[src/rtl/prio_enc_pkg.sv]
// Package: shared sizing for the cascadable priority encoder.
// Assumes lane counts are powers of two and at least two.
package prio_enc_pkg;
    localparam int LANES_PER_UNIT = 8;
    localparam int UNIT_COUNT     = 2;
endpackage

[src/rtl/prio_scan.sv]
// prio_scan: finds the highest-index low bit of an active-low vector.
// Output idx is valid only when hit is high. Purely combinational.
module prio_scan #(
    parameter int W = 8,
    localparam int IDX_W = $clog2(W)
) (
    input  logic [W-1:0]     req_n,
    output logic             hit,
    output logic [IDX_W-1:0] idx
);
    // Ascending scan; a later (higher) lane overrides an earlier one.
    always_comb begin
        hit = 1'b0;
        idx = '0;
        for (int i = 0; i < W; i++) begin
            if (!req_n[i]) begin
                hit = 1'b1;
                idx = IDX_W'(i);
            end
        end
    end

    // Check that a reported hit points at a lane that is really asserted.
    always_comb begin

        scan_hit_valid_chk: assert (!hit || !req_n[idx]);
    end
endmodule

[src/rtl/prio_unit.sv]
// prio_unit: one W-lane active-low priority encoder with chain handshake.
// Assumes W is a power of two. Disabled units drive every output high.
module prio_unit #(
    parameter int W = 8,
    localparam int CW = $clog2(W)
) (
    input  logic [W-1:0]  req_n,
    input  logic          ei_n,
    output logic [CW-1:0] code_n,
    output logic          gs_n,
    output logic          eo_n
);
    logic          hit;
    logic [CW-1:0] idx;
    logic          higher_clear;

    prio_scan #(.W(W)) u_scan (
        .req_n (req_n),
        .hit   (hit),
        .idx   (idx)
    );

    // Gate the scan result by the enable and form the handshake outputs.
    always_comb begin
        code_n = (!ei_n && hit) ? ~idx : '1;
        gs_n   = !(!ei_n && hit);
        eo_n   = !(!ei_n && !hit);
    end

    // Checker helper: no lane above the reported one is asserted.
    always_comb begin
        higher_clear = 1'b1;
        for (int i = 0; i < W; i++) begin
            if (i > int'(CW'(~code_n)) && !req_n[i]) higher_clear = 1'b0;
        end
    end

    // Guard the unit's output relations.
    always_comb begin

        unit_highest_chk: assert (gs_n || (higher_clear && !req_n[CW'(~code_n)]));

        unit_flag_exclusive_chk: assert (gs_n || eo_n);

        unit_eo_needs_en_chk: assert (eo_n || !ei_n);

        unit_disabled_high_chk: assert (!ei_n || (gs_n && eo_n && code_n == '1));
    end
endmodule

[src/rtl/code_merge.sv]
// code_merge: combines per-unit codes and flags into the chain outputs.
// Assumes idle units drive all-ones codes, so the low bits are a plain AND.
// The high bits are the inverted index of the highest unit with a request.
module code_merge #(
    parameter int N  = 2,
    parameter int CW = 3,
    localparam int UW = $clog2(N)
) (
    input  logic [N*CW-1:0]  unit_code_n,
    input  logic [N-1:0]     unit_gs_n,
    output logic [UW+CW-1:0] code_n,
    output logic             grp_n
);
    logic          any_unit;
    logic [UW-1:0] unit_idx;
    logic [CW-1:0] low_n;

    prio_scan #(.W(N)) u_unit_scan (
        .req_n (unit_gs_n),
        .hit   (any_unit),
        .idx   (unit_idx)
    );

    // AND the partial codes of all units.
    always_comb begin
        low_n = '1;
        for (int u = 0; u < N; u++) low_n &= unit_code_n[u*CW +: CW];
    end

    // Assemble the full code and the merged group flag.
    always_comb begin
        code_n = {(any_unit ? ~unit_idx : {UW{1'b1}}), low_n};
        grp_n  = &unit_gs_n;
    end

    // Check that at most one unit reports a request at a time.
    always_comb begin

        one_unit_active_chk: assert ($countones(~unit_gs_n) <= 1);
    end
endmodule

[src/rtl/prio_chain.sv]
// prio_chain: top-level chain of prio_unit stages forming a wide encoder.
// The top unit serves the highest lanes. Each unit's enable output feeds
// the enable input of the unit below. Assumes UNITS >= 2, a power of two.
module prio_chain
    import prio_enc_pkg::*;
#(
    parameter int LANES = LANES_PER_UNIT,
    parameter int UNITS = UNIT_COUNT,
    localparam int CW   = $clog2(LANES),
    localparam int UW   = $clog2(UNITS),
    localparam int TW   = LANES * UNITS
) (
    input  logic [TW-1:0]    req_n,
    input  logic             en_in_n,
    output logic [UW+CW-1:0] code_n,
    output logic             grp_n,
    output logic             en_out_n
);
    logic [UNITS-1:0]    ei_n;
    logic [UNITS-1:0]    eo_n;
    logic [UNITS-1:0]    gs_n;
    logic [UNITS*CW-1:0] ucode_n;
    logic                upper_hit;

    for (genvar u = 0; u < UNITS; u++) begin : g_unit
        // Chain the enable from the highest unit downward.
        if (u == UNITS - 1) begin : g_head
            assign ei_n[u] = en_in_n;
        end else begin : g_link
            assign ei_n[u] = eo_n[u+1];
        end

        prio_unit #(.W(LANES)) u_unit (
            .req_n  (req_n[u*LANES +: LANES]),
            .ei_n   (ei_n[u]),
            .code_n (ucode_n[u*CW +: CW]),
            .gs_n   (gs_n[u]),
            .eo_n   (eo_n[u])
        );
    end

    code_merge #(.N(UNITS), .CW(CW)) u_merge (
        .unit_code_n (ucode_n),
        .unit_gs_n   (gs_n),
        .code_n      (code_n),
        .grp_n       (grp_n)
    );

    // The enable output of the lowest unit is the chain's enable output.
    assign en_out_n = eo_n[0];

    // Checker helper: any request in the top unit's lanes.
    always_comb upper_hit = (req_n[TW-1 -: LANES] != '1);

    // Guard the chain-level relations.
    always_comb begin

        chain_index_asserted_chk: assert (grp_n || !req_n[code_n ^ '1]);

        chain_idle_chk: assert (en_in_n || req_n != '1 || (code_n == '1 && grp_n && !en_out_n));

        chain_disabled_chk: assert (!en_in_n || (code_n == '1 && grp_n && en_out_n));

        chain_upper_wins_chk: assert (en_in_n || !upper_hit || code_n[UW+CW-1 -: UW] == '0);
    end
endmodule

[config.mk]
export PLATFORM = sky130hd
export DESIGN_NAME = prio_chain
export DESIGN_NICKNAME = d
export VERILOG_FILES = /design/src/rtl/prio_enc_pkg.sv /design/src/rtl/prio_scan.sv /design/src/rtl/prio_unit.sv /design/src/rtl/code_merge.sv /design/src/rtl/prio_chain.sv
export SDC_FILE = /design/constraint.sdc
export NUM_CORES = 1
export LEC_CHECK = 0
export CAP_MARGIN = 30
export CORE_AREA = 2 2 39 41
export DETAILED_ROUTE_END_ITERATION = 8
export DIE_AREA = 0 0 41 43
export DONT_BUFFER_PORTS = 1
export GPL_TIMING_DRIVEN = 0
export SYNTH_ARGS = -nofsm -noshare
export SYNTH_HDL_FRONTEND = slang
export SYNTH_SLANG_ARGS = --single-unit
[constraint.sdc]
create_clock -name vclk -period 0.8
set_input_delay 0.04 -clock vclk [all_inputs]
set_output_delay 0.04 -clock vclk [all_outputs]
set_load 0.005 [all_outputs]
==> impl_metrics.csv, run 1 <==
group,metric,value,unit
detailed_routing,vias_per_cell,4.85,
floorplanning,start_util,0.137,
synth,synth.net_count,47,
timing,tns,0,ns
timing,rsz0062_at_grt,"no",
synth,synthCells,30,
finish,seq_area,0,sq um
detailed_routing,dr.first_iter.drc_count,0,
floorplanning,num_rows,14,
synth,syn_area,190,sq um
timing,slew_headroom,0.861,
timing,whs,0.186,ns
job,drv_cap,0,
floorplanning,core_area,1380,sq um
detailed_routing,drcViolationCount,0,
worst_hold_path,hold_end,"code_n[2]",
worst_setup_path,worstSetupPathType,"in2out",
detailed_routing,num_vias,228,
detailed_routing,wire_per_inst,12.9,um
timing,final-setup-viol-count,0,
synth,yosysWarnings,0,
worst_setup_path,crit_chain,"nand4_4, nor3_2, o21ai_2, o22a_2",
worst_setup_path,crit_fanout,3,
timing,fmax,1380,MHz
timing,worstMarginPinSlew,0.209,ns
cts,cts_hold_buf,0,
power,leakagePower,0.0000778,uW
floorplanning,ios,23,
timing,hold_viol,0,
finish,area_growth,19.1,%
worst_setup_path,crit_path_max_incr_delay,0.24,ns
power,vdd_drop_max,0.0000474,V
global_routing,overflow,0,
timing,finalCritPeriodShare,0.909,
finish,fillers,159,
timing,drv_slew,0,
worst_setup_path,end_kind,"primary output",
global_routing,grt_pass1_vias,216,
floorplanning,die_area,1760,sq um
synth,syn_area_per_cell,6.34,sq um
floorplanning,die_h,43,um
place,portBuffers,0,
finish,multi_input_area,184,sq um
worst_hold_path,hp-start,"en_in_n",
synth,seq_area_frac_synth,0,
place,dp_hpwl,536,um
worst_setup_path,critPathSlowestCell,"nor3_2",
detailed_routing,drt_first_pass_iters,1,
worst_setup_path,critical_path.top_delay_family,"simple AND/OR/NAND/NOR gates",
worst_setup_path,critical_path_required,0.76,ns
worst_setup_path,critPathBufInv,0,
detailed_routing,wl,607,um
outcome,outcome,"finished clean",
finish,antenna_cells,0,
floorplanning,die_w,41,um
worst_setup_path,cp-start-kind,"input pin",
finish,fin_nets,50,
detailed_routing,drtAntennaViolNets,0,
place,gp_congestion,0.669,
timing,fin_crit,0.727,ns
finish,drive_above_1_share,0.226,
global_routing,grt_usage,0.0619,
finish,n_clock_buffer,0,
worst_setup_path,cp.arrival,0.69,ns
worst_hold_path,hp-class,"in2out",
synth,yosysUniqueCellTypes,15,
global_routing,grt_start_max_net_pins,5,
finish,seq_cells,0,
global_routing,grt_pass1_wl,828,um
power,powerDensity,250,nW/um^2
worst_hold_path,hold_depth,1,
global_routing,antenna_found_initial,0,
==> how the worst max path moves through the flow <==
stage | slack [ns] | start | depth (start not counted) | end
floorplan | 0.12 | req_n[8] | 4 | code_n[1]
detailed placement | 0.04 | req_n[8] | 4 | code_n[1]
global placement | 0.06 | req_n[8] | 4 | code_n[1]
finish | 0.07 | req_n[8] | 4 | code_n[0]
global route | 0.02 | req_n[8] | 4 | code_n[0]
CTS | 0.04 | req_n[8] | 4 | code_n[1]
==> layout make-up <==
class              instances  share of cell area
inverters                  4              0.0663
multi-input cells         26               0.812
well taps                 16              0.0884
repair buffers             1              0.0331
==> through the flow <==
step | instance area (sq um) | total power [uW] | util | setup slack, ns | std cells
final | 226 | 56.5 | 0.164 | 0.0729 | 47
after floorplan | 190 | 48.1 | - | 0.122 | 30
after global routing | 226 | 64.7 | 0.164 | 0.0203 | 47
after global placement | 210 | 56.5 | 0.152 | 0.0598 | 46
after detailed placement | 210 | 56.9 | 0.152 | 0.0418 | 46
after CTS | 210 | 57.0 | 0.152 | 0.0366 | 46
==> cells in the mapped netlist <==
library cell | instances | area, sq um
o21ai_0 | 4 | 20.0
nand4_1 | 2 | 12.5
nand4_2 | 2 | 25.0
and2b_1 | 1 | 7.51
nor2_1 | 1 | 3.75
nor3_2 | 1 | 10.0
o21ai_2 | 1 | 8.76
inv_1 | 4 | 15.0
a31oi_1 | 4 | 25.0
o22a_1 | 1 | 8.76
o21bai_1 | 1 | 7.51
o21bai_2 | 1 | 11.3
o22a_2 | 1 | 10.0
and2_1 | 1 | 6.26
nand2_1 | 5 | 18.8
==> cells in the final DEF, fill, tap and decap left out <==
cell / synthesis / layout
nand4_1: 2 / 2
inv_1: 4 / 4
and2_1: 1 / 1
o22a_2: 1 / 1
o21ai_0: 4 / 4
nand4_2: 2 / 1
o21ai_2: 1 / 1
buf_4: 0 / 1
nor3_2: 1 / 1
and2b_1: 1 / 1
o21bai_1: 1 / 1
o22a_1: 1 / 1
nand4_4: 0 / 1
nand2_1: 5 / 5
o21bai_2: 1 / 1
a31oi_1: 4 / 4
nor2_1: 1 / 1
==> per-layer routing <==
metal / vias to the layer above / global-route usage / part of all wire / wire, um
met3: 0 / 0.0209 / 0.14 / 83
met2: 11 / 0.109 / 0.50 / 305
met1: 101 / 0.0728 / 0.36 / 218
met4: 0 / 0 / 0 / 0
li1: 116 / - / - / -
met5: - / 0 / 0 / 0
==> cells by family after synthesis <==
group | after synthesis | synth area share
and+or+nand+nor | 13 | 0.441
AOI/OAI and AO/OA | 13 | 0.480
buffers and inverters | 4 | 0.0789
==> power breakdown <==
| part | internal (uW) | switching (uW) |
|---|---|---|
| Combinational | 29.2 | 27.3 |
| Clock | 0 | 0 |
| Sequential | 0 | 0 |
| Total | 29.2 | 27.3 |
==> repair_timing <==
| item | 4_1_cts | 5_1_grt |
|---|---|---|
| setup endpoints to repair | 0 | 2 |
| hold endpoints to repair | 0 | 0 |
| buffers inserted | 0 | 1 |
| gates resized for setup | 0 | 1 |
No activity file was read; power rests on OpenSTA's default activity.
==> run 2, diff against run 1 <==
--- a/config.mk
+++ b/config.mk
@@ -13,4 +13,5 @@
 export GPL_TIMING_DRIVEN = 0
 export SYNTH_ARGS = -nofsm -noshare
 export SYNTH_HDL_FRONTEND = slang
+export SYNTH_HIERARCHICAL = 1
 export SYNTH_SLANG_ARGS = --single-unit
==> impl_metrics.csv, run 2 <==
group,metric,value,unit
outcome,outcome,"finished with violations",
outcome,violations,"negative setup slack",
synth,yosysUniqueCellTypes,11,
power,powerDensity,272,nW/um^2
synth,yosysTopAreaCellShare,0.206,
floorplanning,die_h,43,um
detailed_routing,drt_first_pass_iters,3,
place,gp_congestion,0.607,
timing,hold_viol,0,
worst_setup_path,cp.arrival,1.04,ns
synth,synthAdderAreaFrac,0,
worst_setup_path,cp-startpoint,"req_n[15]",
floorplanning,ios,23,
timing,fin_crit,1.08,ns
finish,fin_nets,64,
finish,fillers,158,
floorplanning,core_area,1380,sq um
synth,synthSimpleGateAreaFrac,0.743,
finish,seq_cells,0,
synth,synth_area_leaders,"nand3b_1, and2_1, nand2_1, nand3_1, o21ai_0",
global_routing,grt_start_max_net_pins,6,
synth,yosysWarnings,6,
synth,ys_top_cells_by_count,"nand2_1, nand3b_1, inv_1",
power,vdd_drop_max,0.0000521,V
place,post-place-ws,-0.367,ns
timing,slew_headroom,0.861,
finish,final_cell_mix,"nand3b_1, buf_4, inv_1",
timing,worstMarginPinSlew,0.209,ns
timing,worst_slack,-0.281,ns
cts,cts_hold_buf,0,
worst_setup_path,crit_fanout,5,
timing,fmax,925,MHz
floorplanning,die_area,1760,sq um
place,dp_hpwl,526,um
detailed_routing,drcViolationCount,0,
finish,utilization,0.227,
synth,synth_compound_area_frac,0.171,
detailed_routing,wire_per_inst,10.1,um
detailed_routing,vias_per_cell,4.67,
finish,multi_input_area,230,sq um
detailed_routing,wl,616,um
worst_setup_path,crit_path_max_incr_delay,0.35,ns
floorplanning,die_w,41,um
timing,final-setup-viol-count,6,
job,drv_cap,0,
worst_setup_path,critical_path_required,0.76,ns
synth,synth.net_count,56,
timing,rsz0062_at_grt,"yes",
worst_setup_path,worstSetupPathType,"in2out",
synth,yosys.area.top_type,"nand3b_1",
synth,synth_xor_area_frac,0,
finish,drive_above_1_share,0.378,
synth,syn_area,219,sq um
place,placed_area,254,sq um
detailed_routing,dr.first_iter.drc_count,2,
worst_hold_path,hp-start,"en_in_n",
synth,seq_area_frac_synth,0,
global_routing,grt_usage,0.0709,
worst_hold_path,hp-class,"in2out",
floorplanning,start_util,0.158,
finish,finalInstanceArea,314,sq um
synth,synthMuxAreaShare,0,
detailed_routing,num_vias,285,
power,leakagePower,0.000137,uW
finish,area_growth,43.4,%
floorplanning,num_rows,14,
finish,n_clock_buffer,0,
finish,seq_area,0,sq um
global_routing,grt_pass1_wl,924,um
global_routing,overflow,0,
synth,syn_area_per_cell,5.61,sq um
timing,finalCritPeriodShare,1.35,
place,portBuffers,0,
worst_setup_path,cp-start-kind,"input pin",
global_routing,antenna_found_initial,0,
global_routing,grt_pass1_vias,261,
worst_setup_path,end_kind,"primary output",
synth,synth_top_family_by_area,"simple AND/OR/NAND/NOR gates",
timing,tns,-1.53,ns
detailed_routing,drtAntennaViolNets,0,
worst_setup_path,critPathSlowestCell,"or3_4",
finish,antenna_cells,0,
timing,drv_slew,0,
worst_setup_path,crit_chain,"nand4_1, or3_4, or2_4, nand3b_1, and2_4",
synth,synthCells,39,
## run 2: worst paths after layout
check	depth (start not counted)	to
worst min-delay path	2	en_out_n
worst max-delay path	5	code_n[0]
## run 2: cell families after synthesis
kind of cell | Yosys count
buffers and inverters | 5
AOI/OAI and AO/OA | 6
and+or+nand+nor | 28
## run 2: final cells by class
| cell class | count | share of cell area |
|---|---|---|
| well taps | 16 | 0.0637 |
| multi-input cells | 34 | 0.733 |
| inverters | 5 | 0.0598 |
| repair buffers | 6 | 0.143 |
## run 2: power by group
part | internal (uW) | switching, uW
logic | 51.5 | 33.9
clock network | 0 | 0
registers | 0 | 0
## run 2: layer usage
layer / share of wire / track usage / wire (um)
met1: 0.38 / 0.0854 / 236
met2: 0.47 / 0.131 / 291
met3: 0.14 / 0.0105 / 88
met4: 0 / 0 / 0
met5: 0 / 0 / 0
## run 2: what timing repair did
| action | in CTS | in global routing |
|---|---|---|
| pin swaps | 5 | 3 |
| buffers inserted | 6 | 0 |
| resized for setup | 4 | 2 |
| gates cloned | 0 | 0 |
| endpoints found under the setup margin | 6 | 6 |
| endpoints found under the hold margin | 0 | 0 |
## run 2: critical path, delay by kind of cell
family           cells  cell delay [ns]
and+or+nand+nor      5             1.01
## run 2: per-stage QoR
step	hold slack, ns	total power (uW)	instances
floorplan	0.277	55.9	39
detailed placement	0.302	66.2	55
finish	0.296	85.4	61
global placement	0.299	64.8	55
global route	0.315	96.2	61
CTS	0.301	84.6	61
